## config.mk

```make
export PLATFORM = sky130hd
export DESIGN_NAME = fanin_pipe_shared
export DESIGN_NICKNAME = d
export VERILOG_FILES = /design/src/rtl/fp_pkg.sv /design/src/rtl/fp_rr_arbiter.sv /design/src/rtl/fp_stage_chain.sv /design/src/rtl/fp_result_router.sv /design/src/rtl/fanin_pipe_shared.sv
export SDC_FILE = /design/constraint.sdc
export NUM_CORES = 1
export LEC_CHECK = 0
export ABC_AREA = 1
export BUFFER_PORTS_ARGS = -buffer_cell sky130_fd_sc_hd__buf_4
export CORE_MARGIN = 2
export CORE_UTILIZATION = 46
export CTS_CLUSTER_SIZE = 12
export DETAILED_ROUTE_END_ITERATION = 16
export PLACE_DENSITY_LB_ADDON = 0.12
export SETUP_SLACK_MARGIN = 0.15
export SYNTH_ARGS = -nofsm -noshare
export SYNTH_HDL_FRONTEND = slang
export SYNTH_HIERARCHICAL = 1
export SYNTH_SLANG_ARGS = --single-unit
```

## constraint.sdc

```tcl
create_clock -name clk -period 3.65 [get_ports clk]
set_input_delay 0.73 -clock clk [delete_from_list [all_inputs] [get_ports clk]]
set_output_delay 0.73 -clock clk [all_outputs]
set_load 0.01 [all_outputs]
```

## src/rtl/fp_pkg.sv

```systemverilog
package fp_pkg;
  typedef enum logic {
    FP_OP_SUM = 1'b0,
    FP_OP_XOR = 1'b1
  } fp_op_e;

  function automatic int unsigned tag_width(input int unsigned n);
    return (n > 1) ? $clog2(n) : 1;
  endfunction
endpackage

```

## src/rtl/fp_rr_arbiter.sv

```systemverilog
module fp_rr_arbiter #(
  parameter int unsigned N_UNITS = 4,
  localparam int unsigned TAG_W  = fp_pkg::tag_width(N_UNITS)
) (
  input  logic               clk,
  input  logic               rst_n,
  input  logic [N_UNITS-1:0] req,
  input  logic               take,
  output logic [N_UNITS-1:0] gnt,
  output logic [TAG_W-1:0]   gnt_idx,
  output logic               any
);
  localparam logic [TAG_W-1:0] LAST = TAG_W'(N_UNITS - 1);

  logic [TAG_W-1:0] ptr_q;

  always_comb begin
    gnt     = '0;
    gnt_idx = '0;
    any     = 1'b0;
    for (int k = 0; k < N_UNITS; k++) begin
      int unsigned idx;
      idx = (int'(ptr_q) + k) % N_UNITS;
      if (!any && req[idx]) begin
        any      = 1'b1;
        gnt_idx  = TAG_W'(idx);
        gnt[idx] = 1'b1;
      end
    end
  end

  always_ff @(posedge clk) begin
    if (!rst_n) begin
      ptr_q <= '0;
    end else if (any && take) begin
      ptr_q <= (gnt_idx == LAST) ? '0 : gnt_idx + 1'b1;
    end
  end
endmodule

```

## src/rtl/fp_stage_chain.sv

```systemverilog
module fp_stage_chain #(
  parameter int unsigned STAGES = 4,
  parameter int unsigned DATA_W = 16,
  parameter int unsigned TAG_W  = 2
) (
  input  logic              clk,
  input  logic              rst_n,
  input  logic              advance,
  input  logic              in_valid,
  input  logic              in_early,
  input  logic [TAG_W-1:0]  in_tag,
  input  logic [DATA_W-1:0] in_data,
  output logic              out_valid,
  output logic [TAG_W-1:0]  out_tag,
  output logic [DATA_W-1:0] out_data
);
  localparam int unsigned LAST = STAGES - 1;

  logic              vld_q [STAGES];
  logic [TAG_W-1:0]  tag_q [STAGES];
  logic [DATA_W-1:0] dat_q [STAGES];
  logic              ahead_empty;
  logic              jump;

  generate
    if (STAGES > 1) begin : g_multi
      always_comb begin
        ahead_empty = 1'b1;
        for (int i = 0; i < LAST; i++) begin
          if (vld_q[i]) ahead_empty = 1'b0;
        end
      end
    end else begin : g_single
      assign ahead_empty = 1'b1;
    end
  endgenerate

  assign jump = in_valid && in_early && ahead_empty;

  always_ff @(posedge clk) begin
    if (!rst_n) begin
      for (int i = 0; i < STAGES; i++) begin
        vld_q[i] <= 1'b0;
        tag_q[i] <= '0;
        dat_q[i] <= '0;
      end
    end else if (advance) begin
      for (int i = LAST; i > 0; i--) begin
        vld_q[i] <= vld_q[i-1];
        tag_q[i] <= tag_q[i-1];
        dat_q[i] <= dat_q[i-1];
      end
      vld_q[0] <= in_valid && !jump;
      tag_q[0] <= in_tag;
      dat_q[0] <= in_data;
      if (jump) begin
        vld_q[LAST] <= 1'b1;
        tag_q[LAST] <= in_tag;
        dat_q[LAST] <= in_data;
      end
    end
  end

  assign out_valid = vld_q[LAST];
  assign out_tag   = tag_q[LAST];
  assign out_data  = dat_q[LAST];
endmodule

```

## src/rtl/fp_result_router.sv

```systemverilog
module fp_result_router #(
  parameter int unsigned N_UNITS = 4,
  parameter int unsigned DATA_W  = 16,
  parameter int unsigned TAG_W   = 2
) (
  input  logic                      out_valid,
  input  logic [TAG_W-1:0]          out_tag,
  input  logic [DATA_W-1:0]         out_data,
  input  logic [N_UNITS-1:0]        res_ready,
  output logic [N_UNITS-1:0]        res_valid,
  output logic [N_UNITS*DATA_W-1:0] res_data,
  output logic                      taken
);
  logic [N_UNITS-1:0] hit;

  for (genvar u = 0; u < N_UNITS; u++) begin : g_port
    assign hit[u] = out_valid && (out_tag == TAG_W'(u));
    assign res_valid[u] = hit[u];
    assign res_data[u*DATA_W +: DATA_W] = hit[u] ? out_data : '0;
  end

  assign taken = |(hit & res_ready);
endmodule

```

## src/rtl/fanin_pipe_shared.sv

```systemverilog
module fanin_pipe_shared #(
  parameter int unsigned N_UNITS = 4,
  parameter int unsigned DATA_W  = 16,
  parameter int unsigned STAGES  = 4,
  localparam int unsigned TAG_W  = fp_pkg::tag_width(N_UNITS)
) (
  input  logic                      clk,
  input  logic                      rst_n,
  input  logic [N_UNITS-1:0]        req_valid,
  output logic [N_UNITS-1:0]        req_ready,
  input  logic [N_UNITS*DATA_W-1:0] req_a,
  input  logic [N_UNITS*DATA_W-1:0] req_b,
  input  logic [N_UNITS-1:0]        req_op,
  input  logic [N_UNITS-1:0]        req_early,
  output logic [N_UNITS-1:0]        res_valid,
  input  logic [N_UNITS-1:0]        res_ready,
  output logic [N_UNITS*DATA_W-1:0] res_data
);
  import fp_pkg::*;

  logic [N_UNITS-1:0] gnt;
  logic [TAG_W-1:0]   gnt_idx;
  logic               gnt_any;
  logic               advance;
  logic               taken;
  logic               tail_valid;
  logic [TAG_W-1:0]   tail_tag;
  logic [DATA_W-1:0]  tail_data;
  logic [DATA_W-1:0]  opa, opb, result;
  fp_op_e             op_sel;
  logic               early_sel;

  assign advance = !tail_valid || taken;

  fp_rr_arbiter #(.N_UNITS(N_UNITS)) u_arb (
    .clk     (clk),
    .rst_n   (rst_n),
    .req     (req_valid),
    .take    (advance),
    .gnt     (gnt),
    .gnt_idx (gnt_idx),
    .any     (gnt_any)
  );

  assign req_ready = advance ? gnt : '0;

  always_comb begin
    opa       = req_a[gnt_idx*DATA_W +: DATA_W];
    opb       = req_b[gnt_idx*DATA_W +: DATA_W];
    op_sel    = fp_op_e'(req_op[gnt_idx]);
    early_sel = req_early[gnt_idx];
    case (op_sel)
      FP_OP_XOR: result = opa ^ opb;
      default:   result = opa + opb;
    endcase
  end

  fp_stage_chain #(.STAGES(STAGES), .DATA_W(DATA_W), .TAG_W(TAG_W)) u_chain (
    .clk       (clk),
    .rst_n     (rst_n),
    .advance   (advance),
    .in_valid  (gnt_any),
    .in_early  (early_sel),
    .in_tag    (gnt_idx),
    .in_data   (result),
    .out_valid (tail_valid),
    .out_tag   (tail_tag),
    .out_data  (tail_data)
  );

  fp_result_router #(.N_UNITS(N_UNITS), .DATA_W(DATA_W), .TAG_W(TAG_W)) u_route (
    .out_valid (tail_valid),
    .out_tag   (tail_tag),
    .out_data  (tail_data),
    .res_ready (res_ready),
    .res_valid (res_valid),
    .res_data  (res_data),
    .taken     (taken)
  );
endmodule

```

-- Word-level counts from Yosys, hierarchy flattened
Memory sizes are Yosys's and may differ from the RTL's.
Index checks and enable logic that the tools add are counted.
Widths: inputs -> output; s select.
- reductions and logical operators: 23
- bitwise logic cells: 20
- shift-type cells: 2
- add/subtract/negate cells: 5
- mux-type cells: 65
- div/mod/pow operators: 0
- eq/ne operators: 4
- multipliers: 0
- magnitude comparators: 9
- operators by type and width (cell ; count):
    $mux 16 ; 10
    $shiftx 64x7->16 ; 2
    $mux 1 ; 30
    $mux 2 ; 10
    $mux 4 ; 5
    $add 16x16->16 ; 1
    $xor 16x16->16 ; 1
    $logic_and 1x1->1 ; 15
    $lt 2x3->1 const B ; 5
    $or 1x1->1 ; 15
    $bmux 1 s2 ; 6
    $or 4x4->4 ; 3
    $demux 1 s2 ; 4
    $ge 2x1->1 const B ; 4
    $eq 2x2->1 const B ; 3
    $logic_not 1->1 ; 5
    $add 2x1->2 const B ; 2
    $add 2x2->2 const B ; 2
    $and 4x4->4 ; 1
    $reduce_or 4->1 ; 1
    $eq 2x1->1 const B ; 1
    $logic_not 2->1 ; 1
    $logic_or 1x1->1 ; 1
- memories kept: 3
- bits in read-only memories: 0
- latch bits: 0
- RAM bits: 76
- bits in registers: 2
- word-level logic and storage cells: 132
- input port bits: 146
- output and inout bits: 72
- memory list (memory ; depth ; width ; rd ports ; clocked after Yosys merged registers in ; write ports ; line ; text):
    u_chain.dat_q ; 4 ; 16 ; 4 ; 0 ; 4 ; fp_stage_chain.sv:21 ; logic [DATA_W-1:0] dat_q [STAGES];
    u_chain.tag_q ; 4 ; 2 ; 4 ; 0 ; 4 ; fp_stage_chain.sv:20 ; logic [TAG_W-1:0] tag_q [STAGES];
    u_chain.vld_q ; 4 ; 1 ; 4 ; 0 ; 4 ; fp_stage_chain.sv:19 ; logic vld_q [STAGES];

-- Longest topological paths before layout
Gate-level depths: netlist of the first run.
- word-level depth: 21
- gate-level depth with buffers: 29
- gate-level depth less buffers: 27

-- Hierarchy
Netlist of the first run, hierarchy kept.
- modules (own cells, without submodules) (module ; area each (um^2) ; seq. area each (um^2) ; instances ; cells each):
    fp_stage_chain ; 3216.8 ; 2242.2 ; 1 ; 309
    fanin_pipe_shared ; 2039.5 ; 0.0 ; 1 ; 409
    fp_rr_arbiter ; 543.0 ; 40.0 ; 1 ; 92
    fp_result_router ; 445.4 ; 0.0 ; 1 ; 106

-- Worst setup path after synthesis of the first run
Ideal clock, no wire load.
- path type: register -> register
- start point: register (tool-made name)
- end point: memory u_chain.dat_q[3][8] (data pin)
- setup time: 0.252 ns
- stages on the path, launching flop included: 26
- slack: 0.076 ns
- buffers on the path: 2
- data arrival time: 3.322 ns
- cell sequence: dfxtp_1 > inv_2 > ha_1 > inv_1 > nand3_1 > o21ai_2 > nand3_2 > nand2_1 > nand2_2 > nand2_2 > buf_6 > buf_2 > o21ai_0 > o22ai_1 > ha_1 > inv_1 > fa_1 > nor2_1 > o21ai_0 > nand2_1 > nand2_1 > xnor2_1 > inv_1 > nor2_1 > nand3_1 > nand2_1
- RTL lines (what ; line):
    end: declaration ; fp_stage_chain.sv:21

==> flow_summary.json, run 1 <==
{
  "min_path_type": "flip-flop to flip-flop",
  "grt_usage_pct": 24.5,
  "pre_cts_ws_ns": -0.245,
  "die_y_um": 121,
  "r2r_end": "u_chain/dat_q[3][15]$_DFFE_PP_",
  "synth_area_leaders": "edfxtp_1 35%, nor2_1 13%, nand2_1 11%, inv_1 9.8%, o21ai_0 5.0%",
  "core.rowCount": 42,
  "slew_viol_final": 0,
  "detail-route-antenna-nets": 0,
  "dr.pass1.iters": 5,
  "final-hold-violation-count": 0,
  "rsz0062_at_grt": "yes",
  "numCtsBuffers": 9,
  "async_reset_ff_share_pct": 0,
  "fin_area_mm2": 0.00947,
  "overflow": 0,
  "synth-seq-cells": 78,
  "antenna_cells": 0,
  "synthCells": 916,
  "r2r_cells": 28,
  "routed_via_density": 4.88,
  "syn_nets": 1083,
  "synth_area_mm2": 0.00624,
  "port_buffers": 217,
  "cts_root_buffer": "clkbuf_16",
  "fmax_ghz": 0.278,
  "die_x_um": 121,
  "syn2layout_area_growth_pct": 51.6,
  "first_global_vias": 6138,
  "synth_area_leader_cell": "edfxtp_1",
  "synth_edf_count": 72,
  "ys_warn_count": 6,
  "clockBufferDepth": 2,
  "synth_area_per_cell_um2": 6.82,
  "cpMostUsedCell": "nand2_1",
  "cp_max_fo": 6,
  "hpwl_um": 13400,
  "skew_ns": 0.00257,
  "drive_gt1_share_pct": 38.0,
  "cp_data_required_time_ns": 3.73,
  "ys.flop_type": "edfxtp_1",
  "wirelength_um": 19100,
  "coreArea_mm2": 0.0132,
  "worst-slew-pin-transition_ns": 0.531,
  "post-route-period-util_pct": 98.5,
  "synth_top_area_share_pct": 34.6,
  "slowest_stage": "dfxtp_2",
  "clk_pin_slew_ns": 0.05,
  "max_stage_delay_ns": 0.33,
  "cts_tree": "built",
  "htreeDepth": 3,
  "end_kind": "flip-flop",
  "setup.worst_path.start_class": "flip-flop",
  "finalSetupViolCount": 0,
  "antenna_found_initial": 0,
  "fin_crit_ns": 3.60,
  "status": "finished clean",
  "drc": 0,
  "timing.final.ws_setup_ns": 0.0533,
  "dr_total_vias": 6807,
  "slew_headroom_pct": 64.6,
  "crit_path_end": "u_chain/dat_q[3][15]$_DFFE_PP_",
  "arrival_ns": 3.67,
  "ys_seq_area_share_pct": 36.5,
  "path_class": "flip-flop to flip-flop",
  "dpl-instance-area_mm2": 0.00836,
  "insertion_delay_ns": 0.33,
  "rrSetupSlack_ns": 0.05,
  "ios": 218,
  "dieArea_mm2": 0.0145,
  "synth_common_cells": "211 x nor2_1, 190 x nand2_1, 163 x inv_1",
  "layout.nets": 1383,
  "grt_max_degree": 43,
  "initial_core_util_pct": 47.2,
  "synthDistinctLibCells": 37,
  "cap_violations": 0,
  "gp_congestion": 0.854,
  "yosys.cell_count.top_type": "nor2_1",
  "drtIter0Drc": 345,
  "post_drt_wl_per_cell_um": 13.7,
  "grt_pass1_wl_um": 28800,
  "cts_num_sinks": 78
}
worst min path at each step:
stage / endpoint / startpoint / slack [ns] / cells past startpoint
5_1_grt: u_chain/vld_q[2]$_DFF_P_ / u_chain/vld_q[2]$_DFF_P_ / 0.52 / 2
3_5_place_dp: u_chain/vld_q[0]$_DFF_P_ / u_chain/vld_q[0]$_DFF_P_ / 0.48 / 2
4_1_cts: u_chain/vld_q[0]$_DFF_P_ / u_chain/vld_q[0]$_DFF_P_ / 0.49 / 2
2_1_floorplan: u_chain/vld_q[2]$_DFF_P_ / u_chain/vld_q[2]$_DFF_P_ / 0.46 / 2
3_3_place_gp: u_chain/vld_q[0]$_DFF_P_ / u_chain/vld_q[0]$_DFF_P_ / 0.48 / 2
6_report: u_chain/vld_q[0]$_DFF_P_ / u_chain/vld_q[0]$_DFF_P_ / 0.50 / 2
worst max-delay path: cells and delay by family, from the launching register on:
family,cells,cell delay [ns]
adder cells (fa/ha/maj),2,0.61
AO/OA/AOI/OAI,1,0.13
buffers and inverters,7,0.68
flip-flops,1,0.33
AND/OR/NAND/NOR,18,1.58
registers in the layout, indices dropped and copies added, names as in the netlist, named ones only:
name and flops:
u_arb/ptr_q 1, u_chain/dat_q 64, u_chain/tag_q 8, u_chain/vld_q 4
kinds of logic after synthesis:
kind of cell             Yosys count  share of synthesized area [%]
adder cells (fa/ha/maj)           21                           4.33
AND/OR/NAND/NOR                  481                           32.5
XOR/XNOR                           9                           1.26
buffers and inverters            207                           14.3
flip-flops                        78                           36.5
AO/OA/AOI/OAI                    120                           11.1
metal layers:
metal	vias to the layer above	part of all wire, %	GRT usage (%)
met5	-	0	0
met4	0	2.0	7.63
met2	262	48	41.3
met1	3038	43	32.0
li1	3482	-	-
met3	25	7.4	4.48
layout make-up:
type | instances | area, um2
fillers | 1124 | 3770
inverters | 167 | 644
multi-input cells | 631 | 3400
well taps | 176 | 220
clock inverters | 3 | 12.5
repair buffers | 329 | 2670
clock buffers | 12 | 236
flip-flops and latches | 78 | 2280
layout by cell type (no fill, tap or decap), types with 5 or more instances in the layout:
cell type	count
nand3_1	31
nand2_2	35
nor2_4	5
o21ai_1	13
inv_2	8
o21ai_0	46
buf_4	306
edfxtp_1	72
a21boi_0	5
a21oi_2	6
nand2_4	7
buf_6	12
nor2_2	22
inv_1	155
o22ai_1	30
nand2_1	160
nor2_1	190
buf_12	6
clkbuf_16	12
nand3_2	20
xnor2_1	8
ha_1	18
what timing repair did:
item	CTS	global route
gates resized for setup	16	114
pin swaps	11	55
setup buffers	26	21
setup endpoints to repair	12	28
hold buffers	0	0
gates cloned	1	4
per-stage QoR:
stage	hold slack, ns	util (%)	instances	TNS (ns)
after floorplan	0.456	-	916	0
after global placement	0.484	63.1	1329	-1.09
after detailed placement	0.484	63.1	1329	-1.99
after CTS	0.491	67.2	1371	0
after global routing	0.520	71.5	1396	-0.586
final	0.497	71.5	1396	0
Power of run 1 is not shown: default switching activity piles up to over one toggle a cycle in this logic, so the estimate is an artifact.
==> inputs of run 2 (changes only) <==
--- a/config.mk
+++ b/config.mk
@@ -7,6 +7,7 @@
 export LEC_CHECK = 0
 export ABC_AREA = 1
 export BUFFER_PORTS_ARGS = -buffer_cell sky130_fd_sc_hd__buf_4
+export CAP_MARGIN = 20
 export CORE_MARGIN = 2
 export CORE_UTILIZATION = 46
 export CTS_CLUSTER_SIZE = 12
==> constraint.sdc (replaced) <==
create_clock -name clk -period 3.7 [get_ports clk]
set_input_delay 0.74 -clock clk [delete_from_list [all_inputs] [get_ports clk]]
set_output_delay 0.74 -clock clk [all_outputs]
set_load 0.01 [all_outputs]
==> run 2 against run 1 <==
Via count up 2.5%. Global-route usage up 0.076 points. Worst hold slack worse by 0.0088 ns. Register-to-register slack better by 0.02 ns. Highest routed layer unchanged.
==> flow_summary.json, run 2 (synthesis results as in run 1) <==
{
  "post-route-period-util_pct": 98.9,
  "finalSetupViolCount": 0,
  "grt_max_degree": 75,
  "numCtsBuffers": 9,
  "dieArea_mm2": 0.0145,
  "layout.nets": 1368,
  "worst-slew-pin-transition_ns": 0.503,
  "dr_total_vias": 6975,
  "slowest_stage": "buf_4",
  "grt_usage_pct": 24.6,
  "cts_root_buffer": "clkbuf_16",
  "die_y_um": 121,
  "post_drt_wl_per_cell_um": 14.8,
  "overflow": 0,
  "min_from": "u_chain/vld_q[0]$_DFF_P_",
  "cap_violations": 0,
  "cts_num_sinks": 78,
  "cp_max_fo": 4,
  "core.rowCount": 42,
  "drc": 0,
  "rrSetupSlack_ns": 0.07,
  "grt_pass1_wl_um": 28800,
  "whs_path_depth": 2,
  "cts_tree": "built",
  "cpMostUsedCell": "buf_4",
  "max_stage_delay_ns": 0.17,
  "wirelength_um": 20500,
  "slew_viol_final": 0,
  "fmax_ghz": 0.273,
  "cp_data_required_time_ns": 3.93,
  "regMostFlops": "u_chain/dat_q",
  "grt_util_met2_pct": 41.6,
  "fin_area_mm2": 0.00971,
  "final_common_cell": "buf_4",
  "setup.worst_path.start_class": "input pin",
  "whs_endpoint": "u_chain/vld_q[0]$_DFF_P_",
  "drive_gt1_share_pct": 40.0,
  "first_global_vias": 6228,
  "final_cell_mix": "286 x buf_4, 193 x nor2_1, 151 x inv_1",
  "drtIter0Drc": 504,
  "slew_headroom_pct": 66.3,
  "gr-usage-met3_pct": 5.28,
  "die_x_um": 121,
  "ios": 218,
  "final-hold-violation-count": 0,
  "fin_crit_ns": 3.66,
  "min_path_type": "flip-flop to flip-flop",
  "coreArea_mm2": 0.0132,
  "htreeDepth": 3,
  "status": "finished clean",
  "hpwl_um": 13200,
  "largest_reg_flops": 64,
  "fillers": 1125,
  "reg_top3": "u_chain/dat_q: 64 flops, u_chain/tag_q: 8 flops, u_chain/vld_q: 4 flops",
  "skew_ns": 0.00615,
  "hold_buffers": 0,
  "dpl-instance-area_mm2": 0.00828,
  "antenna_found_initial": 0,
  "rsz0062_at_grt": "yes",
  "clk_pin_slew_ns": 0.06,
  "syn2layout_area_growth_pct": 55.4,
  "r2r_cells": 29,
  "clockBufferDepth": 2,
  "detail-route-antenna-nets": 0,
  "antenna_cells": 0,
  "end_kind": "flip-flop",
  "insertion_delay_ns": 0.33,
  "initial_core_util_pct": 47.2,
  "dr.pass1.iters": 5,
  "arrival_ns": 3.89,
  "postLayoutCoreUtil_pct": 73.3,
  "r2r_end": "u_arb/ptr_q[1]$_SDFFE_PN0P_",
  "port_buffers": 217,
  "grt_use_met1_pct": 31.2,
  "gp_congestion": 0.868,
  "path_class": "input pin to flip-flop",
  "routed_via_density": 5.05,
  "busiest_layer": "met2"
}
-- run 2: per-layer routing --
metal	share of wire (%)	vias up
li1	-	3455
met2	48	343
met4	2.5	0
met5	0	-
met1	41	3134
met3	7.9	43
-- run 2: cell type report --
type | count | area, um2 | area share, %
Inverter | 167 | 649 | 6.69
Multi-Input combinational cell | 631 | 3570 | 36.8
Clock inverter | 7 | 88.8 | 0.915
Clock buffer | 9 | 225 | 2.32
Sequential cell | 78 | 2280 | 23.5
Tap cell | 176 | 220 | 2.27
Timing Repair Buffer | 314 | 2670 | 27.5
-- run 2: worst max-delay path: cells and delay by family --
kind,cells,cell delay [ns]
buffers and inverters,21,2.35
AND/OR/NAND/NOR,8,0.77
-- run 2: stage by stage --
step           cells  setup TNS (ns)  hold slack (ns)  worst slack [ns]
4_1_cts         1358               0            0.489             0.151
6_report        1382               0            0.489            0.0391
5_1_grt         1382          -0.129            0.504           -0.0481
3_3_place_gp    1318          -0.731            0.477            -0.133
2_1_floorplan    916               0            0.456             0.152
3_5_place_dp    1318           -1.54            0.480            -0.206
-- run 2: worst max path at each step --
stage                     slack (ns)  cells after the start                   startpoint                             end
after global placement         -0.13                     27                 req_valid[1]  u_chain/dat_q[3][14]$_DFFE_PP_
after global routing           -0.05                     26                 req_valid[2]  u_chain/dat_q[3][14]$_DFFE_PP_
after detailed placement       -0.21                     25                 req_valid[3]  u_chain/dat_q[3][10]$_DFFE_PP_
final                           0.04                     29                 req_valid[2]     u_arb/ptr_q[1]$_SDFFE_PN0P_
after floorplan                 0.15                     25  u_arb/ptr_q[1]$_SDFFE_PN0P_   u_chain/dat_q[3][8]$_DFFE_PP_
after CTS                       0.15                     25  u_arb/ptr_q[1]$_SDFFE_PN0P_  u_chain/dat_q[3][10]$_DFFE_PP_
-- run 2: timing repair --
item                                    4_1_cts  5_1_grt
gates cloned                                  2        8
resized for setup                            11      192
buffers inserted                             22       16
endpoints found under the setup margin       11       28
pin swaps                                     7       63
Power of run 2 is left out for the same reason.
